===== src/rtl/irq_stat_pkg.sv =====
package irq_stat_pkg;
  localparam int ADDR_W = 2;

  typedef enum logic [ADDR_W-1:0] {
    SEL_STATUS  = 2'd0,
    SEL_MASK    = 2'd1,
    SEL_UNMASK  = 2'd2,
    SEL_MASKSET = 2'd3
  } reg_sel_e;
endpackage


===== src/rtl/istat_status.sv =====
module istat_status #(
  parameter int NSRC = 3
) (
  input  logic            clk,
  input  logic            rst_n,
  input  logic [NSRC-1:0] set_i,
  input  logic            clr_wr_i,
  input  logic [NSRC-1:0] clr_data_i,
  output logic [NSRC-1:0] st_o
);
  logic [NSRC-1:0] set_hit;
  logic [NSRC-1:0] clr_hit;
  logic [NSRC-1:0] st_next;

  function automatic logic [NSRC-1:0] f_next(input logic [NSRC-1:0] st,
                                              input logic [NSRC-1:0] set,
                                              input logic [NSRC-1:0] clr);
    return set | (st & ~clr);
  endfunction

  assign set_hit = set_i;
  assign clr_hit = clr_wr_i ? clr_data_i : '0;
  assign st_next = f_next(st_o, set_hit, clr_hit);

  for (genvar k = 0; k < NSRC; k++) begin : g_bit
    always_ff @(posedge clk) begin
      if (!rst_n) st_o[k] <= 1'b0;
      else        st_o[k] <= st_next[k];
    end


    set_wins_chk: assert property (@(posedge clk) disable iff (!rst_n)
      set_hit[k] |=> st_o[k]);


    w1c_clear_chk: assert property (@(posedge clk) disable iff (!rst_n)
      (clr_hit[k] && !set_hit[k]) |=> !st_o[k]);


    sticky_hold_chk: assert property (@(posedge clk) disable iff (!rst_n)
      (st_o[k] && !clr_hit[k]) |=> st_o[k]);
  end
endmodule


===== src/rtl/istat_mask.sv =====
module istat_mask #(
  parameter int NSRC = 3
) (
  input  logic            clk,
  input  logic            rst_n,
  input  logic            unmask_wr_i,
  input  logic            maskset_wr_i,
  input  logic [NSRC-1:0] data_i,
  output logic [NSRC-1:0] mask_o
);
  logic [NSRC-1:0] mask_next;
  logic            port_touch;

  function automatic logic [NSRC-1:0] f_mask(input logic [NSRC-1:0] m,
                                              input logic            en,
                                              input logic            dis,
                                              input logic [NSRC-1:0] d);
    logic [NSRC-1:0] r;
    r = m;
    if (en)  r = r & ~d;
    if (dis) r = r | d;
    return r;
  endfunction

  assign port_touch = unmask_wr_i | maskset_wr_i;
  assign mask_next  = f_mask(mask_o, unmask_wr_i, maskset_wr_i, data_i);

  always_ff @(posedge clk) begin
    if (!rst_n) mask_o <= '1;
    else        mask_o <= mask_next;
  end


  unmask_port_chk: assert property (@(posedge clk) disable iff (!rst_n)
    unmask_wr_i |=> ((mask_o & $past(data_i)) == '0));


  maskset_port_chk: assert property (@(posedge clk) disable iff (!rst_n)
    maskset_wr_i |=> ((mask_o & $past(data_i)) == $past(data_i)));


  mask_quiet_chk: assert property (@(posedge clk) disable iff (!rst_n)
    !port_touch |=> $stable(mask_o));
endmodule


===== src/rtl/istat_irq.sv =====
module istat_irq #(
  parameter int NSRC = 3
) (
  input  logic            clk,
  input  logic            rst_n,
  input  logic [NSRC-1:0] st_i,
  input  logic [NSRC-1:0] mask_i,
  output logic            irq_o
);
  logic pend;

  function automatic logic f_pending(input logic [NSRC-1:0] s,
                                     input logic [NSRC-1:0] m);
    return |(s & ~m);
  endfunction

  assign pend = f_pending(st_i, mask_i);

  always_ff @(posedge clk) begin
    if (!rst_n) irq_o <= 1'b0;
    else        irq_o <= pend;
  end


  irq_rise_chk: assert property (@(posedge clk) disable iff (!rst_n)
    pend |=> irq_o);


  irq_fall_chk: assert property (@(posedge clk) disable iff (!rst_n)
    !pend |=> !irq_o);
endmodule


===== src/rtl/irq_stat_ctl.sv =====
module irq_stat_ctl
  import irq_stat_pkg::*;
#(
  parameter int NSRC = 3
) (
  input  logic              clk,
  input  logic              rst_n,
  input  logic [NSRC-1:0]   evt_i,
  input  logic              wr_en,
  input  logic [ADDR_W-1:0] addr,
  input  logic [NSRC-1:0]   wdata,
  output logic [NSRC-1:0]   rdata,
  output logic              irq
);
  reg_sel_e        sel;
  logic            wr_status;
  logic            wr_unmask;
  logic            wr_maskset;
  logic [NSRC-1:0] st_q;
  logic [NSRC-1:0] mask_q;

  assign sel        = reg_sel_e'(addr);
  assign wr_status  = wr_en && (sel == SEL_STATUS);
  assign wr_unmask  = wr_en && (sel == SEL_UNMASK);
  assign wr_maskset = wr_en && (sel == SEL_MASKSET);

  istat_status #(.NSRC(NSRC)) u_status (
    .clk        (clk),
    .rst_n      (rst_n),
    .set_i      (evt_i),
    .clr_wr_i   (wr_status),
    .clr_data_i (wdata),
    .st_o       (st_q)
  );

  istat_mask #(.NSRC(NSRC)) u_mask (
    .clk          (clk),
    .rst_n        (rst_n),
    .unmask_wr_i  (wr_unmask),
    .maskset_wr_i (wr_maskset),
    .data_i       (wdata),
    .mask_o       (mask_q)
  );

  istat_irq #(.NSRC(NSRC)) u_irq (
    .clk    (clk),
    .rst_n  (rst_n),
    .st_i   (st_q),
    .mask_i (mask_q),
    .irq_o  (irq)
  );

  always_comb begin
    unique case (sel)
      SEL_STATUS: rdata = st_q;
      SEL_MASK:   rdata = mask_q;
      default:    rdata = '0;
    endcase
  end


  port_readzero_chk: assert property (@(posedge clk) disable iff (!rst_n)
    (sel == SEL_UNMASK || sel == SEL_MASKSET) |-> (rdata == '0));


  mask_direct_chk: assert property (@(posedge clk) disable iff (!rst_n)
    (wr_en && sel == SEL_MASK) |=> $stable(mask_q));
endmodule


===== config.mk =====
export PLATFORM = sky130hd
export DESIGN_NAME = irq_stat_ctl
export DESIGN_NICKNAME = d
export VERILOG_FILES = /design/src/rtl/irq_stat_pkg.sv /design/src/rtl/istat_status.sv /design/src/rtl/istat_mask.sv /design/src/rtl/istat_irq.sv /design/src/rtl/irq_stat_ctl.sv
export SDC_FILE = /design/constraint.sdc
export NUM_CORES = 1
export LEC_CHECK = 0
export BUFFER_PORTS_ARGS = -buffer_cell sky130_fd_sc_hd__buf_2
export CORE_AREA = 8 8 45 47
export CTS_BUF_LIST = sky130_fd_sc_hd__clkbuf_4 sky130_fd_sc_hd__clkbuf_8
export CTS_CLUSTER_SIZE = 12
export DETAILED_ROUTE_END_ITERATION = 8
export DIE_AREA = 0 0 53 55
export PLACE_DENSITY = 0.48
export SYNTH_ARGS = -nofsm -noshare
export SYNTH_HDL_FRONTEND = slang
export SYNTH_SLANG_ARGS = --single-unit

===== constraint.sdc =====
create_clock -name clk -period 2.05 [get_ports clk]
set_clock_uncertainty 0.2 [all_clocks]
set_input_delay 0.3075 -clock clk [delete_from_list [all_inputs] [get_ports clk]]
set_output_delay 0.3075 -clock clk [all_outputs]
set_load 0.005 [all_outputs]

==> results.md, run 1 <==
- Outcome: finished clean
- Number of placed instances, taps included: 67
- Placed standard-cell area: ~430 µm²
- CP endpoint kind: output pin
- Slew at the pin closest to its max-slew limit: around 0.29 ns
- CP cell instances: mux2i_1, nor2_1, buf_2
- Worst setup slack after placement: approximately 0.70 ns
- Fin Hold WS: around 0.053 ns
- Slowest CP cell: sky130_fd_sc_hd__dfxtp_1
- Sequential area share after synthesis: 0.4058
- Number of storage elements in the synthesis netlist: 7
- Clock insertion delay at the later pin of the skew report: around 0.25 ns
- Remaining DRCs: 0
- Worst setup slack for register-to-register paths: between 0.9 and 1 ns
- Synthesized net count: around 50
- Drt pass-1 iters: 2
- Syn Std Cell Area: around 350 µm²
- Antenna violations before repair: 0
- TritonCTS clock tree: yes
- Global route total overflow: 0
- Routability congestion estimate from global placement: around 0.76
- CP top delay family: flip-flops
- Synthesized instance count: 38
- Required time of the critical path: roughly 1.5 ns
- Boundary pin count: 15
- Static leakage power: 0.2374 nW
- Largest stage delay on the critical path: roughly 0.36 ns
- Average wire per cell in the routed design: about 13 µm
- Die area: 2915 µm²
- Via count of the first global-routing pass: 308
- Number of endpoints with negative hold slack in the final report: 0
- Count of input and output buffers: 14
- Effective utilization at floorplan: 0.2495
- Die boundary height: around 55 µm
- Inserted Clock Buffers: 3
- Maximum number of pins on one net before global-route repair: 9
- Fin nets: 67
- Total power of the final layout: approximately 330 µW
- Via count: 330
- Count of filler cells inserted in the layout: ~160
- Post-Route Setup TNS: 0 ns
- HP Class: in -> reg
- Count of nets left with antenna violations after detail routing: 0
- Largest fanout on the critical path: 3
- Final instance area: between 400 and 500 µm²
- Final Worst Setup Slack: between 0.6 and 0.7 ns
- Depth of the CTS H-tree: 1
- Most frequent cells in the layout: sky130_fd_sc_hd__buf_2 (14), sky130_fd_sc_hd__dfxtp_1 (7), sky130_fd_sc_hd__mux2i_1 (6)
- Number of placement rows: 14
- Yosys warns: 0
- Critical Path Start Type: flop
- Worst-case clock buffer depth: 2
- Cells resized by post-CTS repair: 0
- Antenna Cells: 0
- Critical path buffer and inverter count: 1
- Number of buffers inserted to repair setup after CTS: 0
- Most common cell after layout, fill and taps aside: sky130_fd_sc_hd__buf_2
- Placeable core area: ~1400 µm²
- Max_cap viols: 0
- Vias per cell: around 4.6
- RSZ-0062 raised after global routing: no
- Violation count after the first detailed-route iteration: 7
- Final instance count without filler cells: between 70 and 80
- DP HPWL: ~710 µm
- Core occupancy in the finished layout: 0.3327
- Crit Path Category: reg -> out
- R2R depth: 2
- Fraction of final layout cells with drive strength greater than 1: 0.3636
- Final critical-path required period: approximately 1.4 ns
- Master cell of the clock root buffer: sky130_fd_sc_hd__clkbuf_4
- Total wire length: 929 µm
- End point of the most critical hold path: u_status.st_o[2]$_SDFF_PN0_
- Max-slew violation count: 0
- Worst voltage drop across the vdd grid: between 0.0002 and 0.00025 V
- Power per unit of standard cell area: between 700 and 800 nW/µm²
- Synth cell types: 13
- Hold Crit Depth: 2
- Start point of the worst hold path: wdata[2]
- Hold buffers post-CTS: 0
- Final setup violation count: 0
- P&R area growth vs syn: 33.33%
- Clock-pin slew on the worst setup and hold paths: about 0.05 ns
- Achievable frequency: approximately 710 MHz
- Arrival time of the worst setup path: about 0.90 ns
- Die Width: 53 µm
- Mean instance size in the synthesized netlist: between 9 and 10 µm²
- Number of clock sinks: 7
- Final worst path period share: 0.6860
- Global-route wire length before repair: roughly 1400 µm
- Headroom to the max-slew limit: 0.8032
- FF-to-FF End: u_irq.irq_o$_SDFF_PN0_
- Global router's overall resource usage: 0.06842
## power by group
part / switching (mW) / total (mW) / internal (mW)
logic: 0.0217 / 0.0445 / 0.0228
registers: 0.00506 / 0.149 / 0.143
clock network: 0.0505 / 0.138 / 0.0875
total: 0.0772 / 0.331 / 0.254
## per-layer routing
| metal | GRT usage | vias to the layer above | part of all wire |
|---|---|---|---|
| met2 | 0.08984 | 13 | 0.43 |
| met4 | 0.05172 | 0 | 0.031 |
| li1 | - | 165 | - |
| met3 | 0.03743 | 4 | 0.087 |
| met5 | 0 | - | 0 |
| met1 | 0.08092 | 148 | 0.45 |
## cell families after synthesis
family | after synthesis | synth area share
mux | 6 | 0.1739
flops | 7 | 0.4058
compound gates | 7 | 0.1232
buf+inv | 4 | 0.04709
simple gates | 14 | 0.2500
## cells in the mapped netlist
library cell / number / area share
sky130_fd_sc_hd__dfxtp_1: 7 / 0.41
sky130_fd_sc_hd__mux2i_1: 6 / 0.17
sky130_fd_sc_hd__nor2b_1: 5 / 0.091
sky130_fd_sc_hd__a31oi_1: 3 / 0.054
sky130_fd_sc_hd__inv_1: 3 / 0.033
sky130_fd_sc_hd__nand3_1: 3 / 0.043
sky130_fd_sc_hd__nor2_1: 3 / 0.033
sky130_fd_sc_hd__o21ai_0: 3 / 0.043
sky130_fd_sc_hd__and2b_1: 1 / 0.022
sky130_fd_sc_hd__and2b_2: 1 / 0.025
sky130_fd_sc_hd__clkbuf_2: 1 / 0.014
sky130_fd_sc_hd__nor3b_2: 1 / 0.036
sky130_fd_sc_hd__o31a_1: 1 / 0.025
## how the worst max path moves through the flow
stage                                     start        to  slack (ns)  depth (start not counted)
global route        u_mask.mask_o[2]$_SDFF_PN1_  rdata[2]        0.58                          3
finish              u_status.st_o[1]$_SDFF_PN0_  rdata[1]        0.64                          3
CTS                 u_status.st_o[1]$_SDFF_PN0_  rdata[1]        0.64                          3
global placement                        addr[0]  rdata[2]        0.71                          4
floorplan                               addr[0]  rdata[0]        0.84                          3
detailed placement                      addr[0]  rdata[1]        0.70                          4
## layout make-up
type	instances	area, µm²	share of cell area
clock buffer	4	30.03	0.06522
multi-input combinational	27	188.9	0.4103
sequential	7	140.1	0.3043
inverter	3	11.26	0.02446
timing repair buffer	14	70.07	0.1522
tap	16	20.02	0.04348
(Power assumes the default switching activity.)
==> run 2: changes to the inputs <==
- clock period: 2.05 -> 1.47 ns (I/O delays scaled with it)
==> run 2 against run 1 <==
  * Worst setup slack got worse by 0.48 ns
  * Sequential cell count is the same
  * Total power increased by 41%
  * Via count grew 3.3%
  * Final cell count grew 4.2%
  * Utilization grew 2.2 points
  * Sequential power rose by 39%
  * Die area is the same
  * Clock power is 40% higher
  * Non-clock buffer count grew 3
  * Critical path depth unchanged
  * Critical endpoint unchanged
  * Largest cell class unchanged
==> results.md, run 2 (synthesized netlist as in run 1, its figures left out) <==
- Outcome: finished clean
- Fraction of final layout cells with drive strength greater than 1: 0.3448
- Total wire length: 927 µm
- Core occupancy in the finished layout: 0.3544
- Number of clock sinks: 7
- Power per unit of standard cell area: ~950 nW/µm²
- HP Class: in -> reg
- Max-slew violation count: 0
- Remaining DRCs: 0
- Slowest CP cell: sky130_fd_sc_hd__dfxtp_1
- Boundary pin count: 15
- Part of the total power dissipated in sequential elements: 0.442
- Headroom to the max-slew limit: 0.8003
- P&R area growth vs syn: 42.03%
- Sw Ratio: 0.2324
- Global route total overflow: 0
- Via count of the first global-routing pass: roughly 320
- Internal power: between 300 and 400 µW
- CP cell instances: mux2i_1, nor2_1, buf_2
- Worst setup slack for register-to-register paths: 0.36 ns
- Maximum number of pins on one net before global-route repair: 9
- Total power of the final layout: roughly 470 µW
- Worst-case clock buffer depth: 2
- Global router's overall resource usage: 0.07115
- RSZ-0062 raised after global routing: no
- Die area: ~2900 µm²
- Final worst path period share: 0.8881
- Violation count after the first detailed-route iteration: 1
- Most frequent cells in the layout: sky130_fd_sc_hd__buf_2 (14), sky130_fd_sc_hd__dfxtp_1 (7), sky130_fd_sc_hd__mux2i_1 (6)
- Fin nets: 70
- Clock-pin slew on the worst setup and hold paths: around 0.050 ns
- Drt pass-1 iters: 2
- Worst voltage drop across the vdd grid: 0.0003362 V
- Number of endpoints with negative hold slack in the final report: 0
- Global-route wire length before repair: between 1000 and 1500 µm
- TritonCTS clock tree: yes
- Placeable core area: roughly 1400 µm²
- Die Width: 53 µm
- Count of input and output buffers: 14
- Critical Path Start Type: flop
- Max_cap viols: 0
- Antenna violations before repair: 0
- Clock power share: 0.412
- Depth of the CTS H-tree: 1
- Die boundary height: approximately 55 µm
- Most common cell after layout, fill and taps aside: sky130_fd_sc_hd__buf_2
- Required time of the critical path: ~1.1 ns
- Largest stage delay on the critical path: between 0.3 and 0.4 ns
- Effective utilization at floorplan: 0.2495
- Final critical-path required period: 1.305 ns
- Arrival time of the worst setup path: slightly below 0.9 ns
- Clock insertion delay at the later pin of the skew report: ~0.25 ns
- Cells resized by post-CTS repair: 0
- Average wire per cell in the routed design: between 10 and 15 µm
- Antenna Cells: 0
- Final setup violation count: 0
- Critical path buffer and inverter count: 1
- Fin Hold WS: 0.02543 ns
- Number of buffers inserted to repair setup after CTS: 0
- Inserted Clock Buffers: 3
- Largest fanout on the critical path: 3
- CP top delay family: flip-flops
- Achievable frequency: 766.0 MHz
- Hold buffers post-CTS: 3
- Via count: ~340
- Master cell of the clock root buffer: sky130_fd_sc_hd__clkbuf_4
- Number of placement rows: 14
- Post-Route Setup TNS: 0 ns
- Comb pwr share: 0.146
- Static leakage power: about 0.25 nW
- Slew at the pin closest to its max-slew limit: ~0.30 ns
- P_sw: 108.7 µW
- Vias per cell: roughly 4.6
- Count of nets left with antenna violations after detail routing: 0
- DP HPWL: 707 µm
- CP endpoint kind: output pin
- Crit Path Category: reg -> out
- Routability congestion estimate from global placement: approximately 0.76
-- run 2: area by class of cell --
| type | instances | area [µm²] |
|---|---|---|
| fillers | 156 | 893.4 |
| multi-input cells | 27 | 188.9 |
| well taps | 16 | 20.02 |
| repair buffers | 17 | 100.1 |
| flip-flops and latches | 7 | 140.1 |
| inverters | 3 | 11.26 |
| clock buffers | 4 | 30.03 |
-- run 2: tightest hold or removal path: cells and delay by family --
kind            cells  cell delay [ns]
buf+inv             2             0.14
compound gates      1             0.06
-- run 2: per-layer routing --
layer	wire (µm)	up-vias	part of all wire	track usage
met5	0	-	0	0
met4	29	0	0.031	0.05172
met3	107	4	0.12	0.04278
met2	400	14	0.43	0.09766
met1	389	152	0.42	0.07939
li1	-	171	-	-
-- run 2: path summary, 6_finish.rpt --
check / from / endpoint / cells after the start
max: u_status.st_o[1]$_SDFF_PN0_ / rdata[1] / 3
min: evt_i[1] / u_status.st_o[1]$_SDFF_PN0_ / 3
max reg2reg: flop / u_irq.irq_o$_SDFF_PN0_ / 2
min reg2reg: u_mask.mask_o[2]$_SDFF_PN1_ / u_mask.mask_o[2]$_SDFF_PN1_ / 2
-- run 2: power groups by stage --
| stage | combinational (mW) | sequential [mW] | clock, mW |
|---|---|---|---|
| 3_3_place_gp | 0.0620 | 0.211 | 0 |
| 6_report | 0.0684 | 0.207 | 0.193 |
| 5_1_grt | 0.0760 | 0.207 | 0.215 |
| 2_1_floorplan | 0.0318 | 0.208 | 0 |
| 3_5_place_dp | 0.0629 | 0.210 | 0 |
| 4_1_cts | 0.0693 | 0.207 | 0.205 |
-- run 2: metrics by stage --
stage	cell area, µm²	setup WS (ns)	cells
3_3_place_gp	430.4	0.3058	67
4_1_cts	490.5	0.1494	74
2_1_floorplan	345.3	0.4045	38
5_1_grt	490.5	0.08241	74
6_report	490.5	0.1645	74
3_5_place_dp	430.4	0.2894	67
==> run 3: changes to the inputs <==
- CELL_PAD_IN_SITES_DETAIL_PLACEMENT: not set -> 1
- CELL_PAD_IN_SITES_GLOBAL_PLACEMENT: not set -> 1
- GPL_TIMING_DRIVEN: not set -> 0
- PLACE_DENSITY: 0.48 -> 0.62
==> run 3 against run 2 <==
  * Worst hold slack got worse by 0.0077 ns
  * Sequential cell count unchanged
  * Total power increased by 0.61%
  * Utilization unchanged
  * Global-route usage increased by 0.12 points
  * Design area unchanged
==> results.md, run 3 (synthesized netlist as in run 1, its figures left out) <==
- Global-route wire length before repair: between 1000 and 1500 µm
- Post-Route Setup TNS: 0 ns
- Master cell of the clock root buffer: sky130_fd_sc_hd__clkbuf_4
- Fraction of final layout cells with drive strength greater than 1: 0.3448
- Antenna Cells: 0
- Hold Crit Depth: 3
- Largest fanout on the critical path: 3
- End point of the most critical hold path: u_status.st_o[2]$_SDFF_PN0_
- Cells resized by post-CTS repair: 0
- Placeable core area: around 1400 µm²
- Arrival time of the worst setup path: 0.89 ns
- Clock insertion delay at the later pin of the skew report: approximately 0.25 ns
- Worst setup slack for register-to-register paths: about 0.37 ns
- Inserted Clock Buffers: 3
- R2R depth: 2
- Die Width: between 50 and 60 µm
- Number of placement rows: 14
- Vias per cell: ~4.7
- Drt pass-1 iters: 2
- HP Class: in -> reg
- RSZ-0062 raised after global routing: no
- P&R area growth vs syn: 42.03%
- Fin nets: 70
- Final critical-path required period: 1.307 ns
- Achievable frequency: approximately 770 MHz
- Largest stage delay on the critical path: 0.35 ns
- Fin Hold WS: 0.01776 ns
- Effective utilization at floorplan: 0.2495
- Most frequent cells in the layout: sky130_fd_sc_hd__buf_2 (13), sky130_fd_sc_hd__dfxtp_1 (7), sky130_fd_sc_hd__mux2i_1 (6)
- Worst-case clock buffer depth: 2
- Max-slew violation count: 0
- Total wire length: roughly 950 µm
- Maximum number of pins on one net before global-route repair: 9
- CP endpoint kind: output pin
- Static leakage power: approximately 0.25 nW
- DP HPWL: 726.7 µm
- Die area: a little under 3000 µm²
- Worst setup slack after placement: about 0.28 ns
- Max_cap viols: 0
- Hold buffers post-CTS: 3
- Slowest CP cell: sky130_fd_sc_hd__dfxtp_1
- Clock-pin slew on the worst setup and hold paths: around 0.060 ns
- Number of endpoints with negative hold slack in the final report: 0
- Number of clock sinks: 7
- Count of input and output buffers: 13
- CP top delay family: flip-flops
- Global router's overall resource usage: 0.07233
- Power per unit of standard cell area: 959.6 nW/µm²
- CP cell instances: mux2i_1, nor2_1, buf_2
- Headroom to the max-slew limit: 0.8233
- Slew at the pin closest to its max-slew limit: between 0.2 and 0.3 ns
- Cell count along the critical path: 3
- Antenna violations before repair: 0
- Core occupancy in the finished layout: 0.3544
- Final worst path period share: 0.8890
- Die boundary height: about 55 µm
- Via count of the first global-routing pass: approximately 330
- Via count: 346
- Start point of the worst hold path: evt_i[2]
- Critical path buffer and inverter count: 1
- Critical Path Start Type: flop
- Final instance area: roughly 490 µm²
- Average wire per cell in the routed design: 12.85 µm
- Final setup violation count: 0
- Worst voltage drop across the vdd grid: roughly 0.00032 V
- Boundary pin count: 15
- Number of buffers inserted to repair setup after CTS: 0
- Remaining DRCs: 0
- Placed standard-cell area: 430.4 µm²
- Outcome: finished clean
- Routability congestion estimate from global placement: 0.6943
- Required time of the critical path: between 1 and 1.5 ns
- Violation count after the first detailed-route iteration: 2
- Count of nets left with antenna violations after detail routing: 0
- Crit Path Category: reg -> out
- Global route total overflow: 0
- Most common cell after layout, fill and taps aside: sky130_fd_sc_hd__buf_2
- TritonCTS clock tree: yes
- Final Worst Setup Slack: approximately 0.16 ns
- FF-to-FF End: u_irq.irq_o$_SDFF_PN0_
- Depth of the CTS H-tree: 1
## run 3: cell types whose count changed in the layout (fill, tap and decap cells not counted)
cell	change
sky130_fd_sc_hd__buf_2	-1
sky130_fd_sc_hd__clkbuf_2	+1
## run 3: how the worst max path moves through the flow
stage                     startpoint  slack, ns                      to
after floorplan                 flop       0.40  u_irq.irq_o$_SDFF_PN0_
after global placement       addr[0]       0.27                rdata[0]
after detailed placement     addr[0]       0.28                rdata[0]
after CTS                       flop       0.15                rdata[0]
after global routing            flop       0.07                rdata[0]
final                           flop       0.16                rdata[0]
## run 3: layer usage
| layer | GRT usage | vias up | part of all wire |
|---|---|---|---|
| met4 | 0.09052 | 0 | 0.029 |
| met3 | 0.02674 | 2 | 0.089 |
| met2 | 0.08984 | 12 | 0.39 |
| li1 | - | 173 | - |
| met1 | 0.08423 | 159 | 0.49 |
| met5 | 0 | - | 0 |
## run 3: final cells by class
class	count	area, µm²
Buffer	1	5.005
Clock buffer	4	30.03
Tap cell	16	20.02
Sequential cell	7	140.1
Inverter	3	11.26
Fill cell	167	893.4
Multi-Input combinational cell	27	188.9
Timing Repair Buffer	16	95.09
## run 3: worst reg2reg max path: stages, from the launching register on
cell and delay [ns]:
sky130_fd_sc_hd__dfxtp_1 0.34, sky130_fd_sc_hd__and2b_1 0.18, sky130_fd_sc_hd__o31a_1 0.28
## run 3: stage by stage
step,cells,power [mW]
final,74,0.4707
after floorplan,38,0.2401
after global routing,74,0.5000
after global placement,67,0.2723
after detailed placement,67,0.2730
after CTS,74,0.4821
## run 3: report_power, final
group          internal, mW  total [mW]  switching (mW)
registers             0.200       0.207         0.00681
clock network         0.122       0.196          0.0740
logic                0.0370      0.0677          0.0307
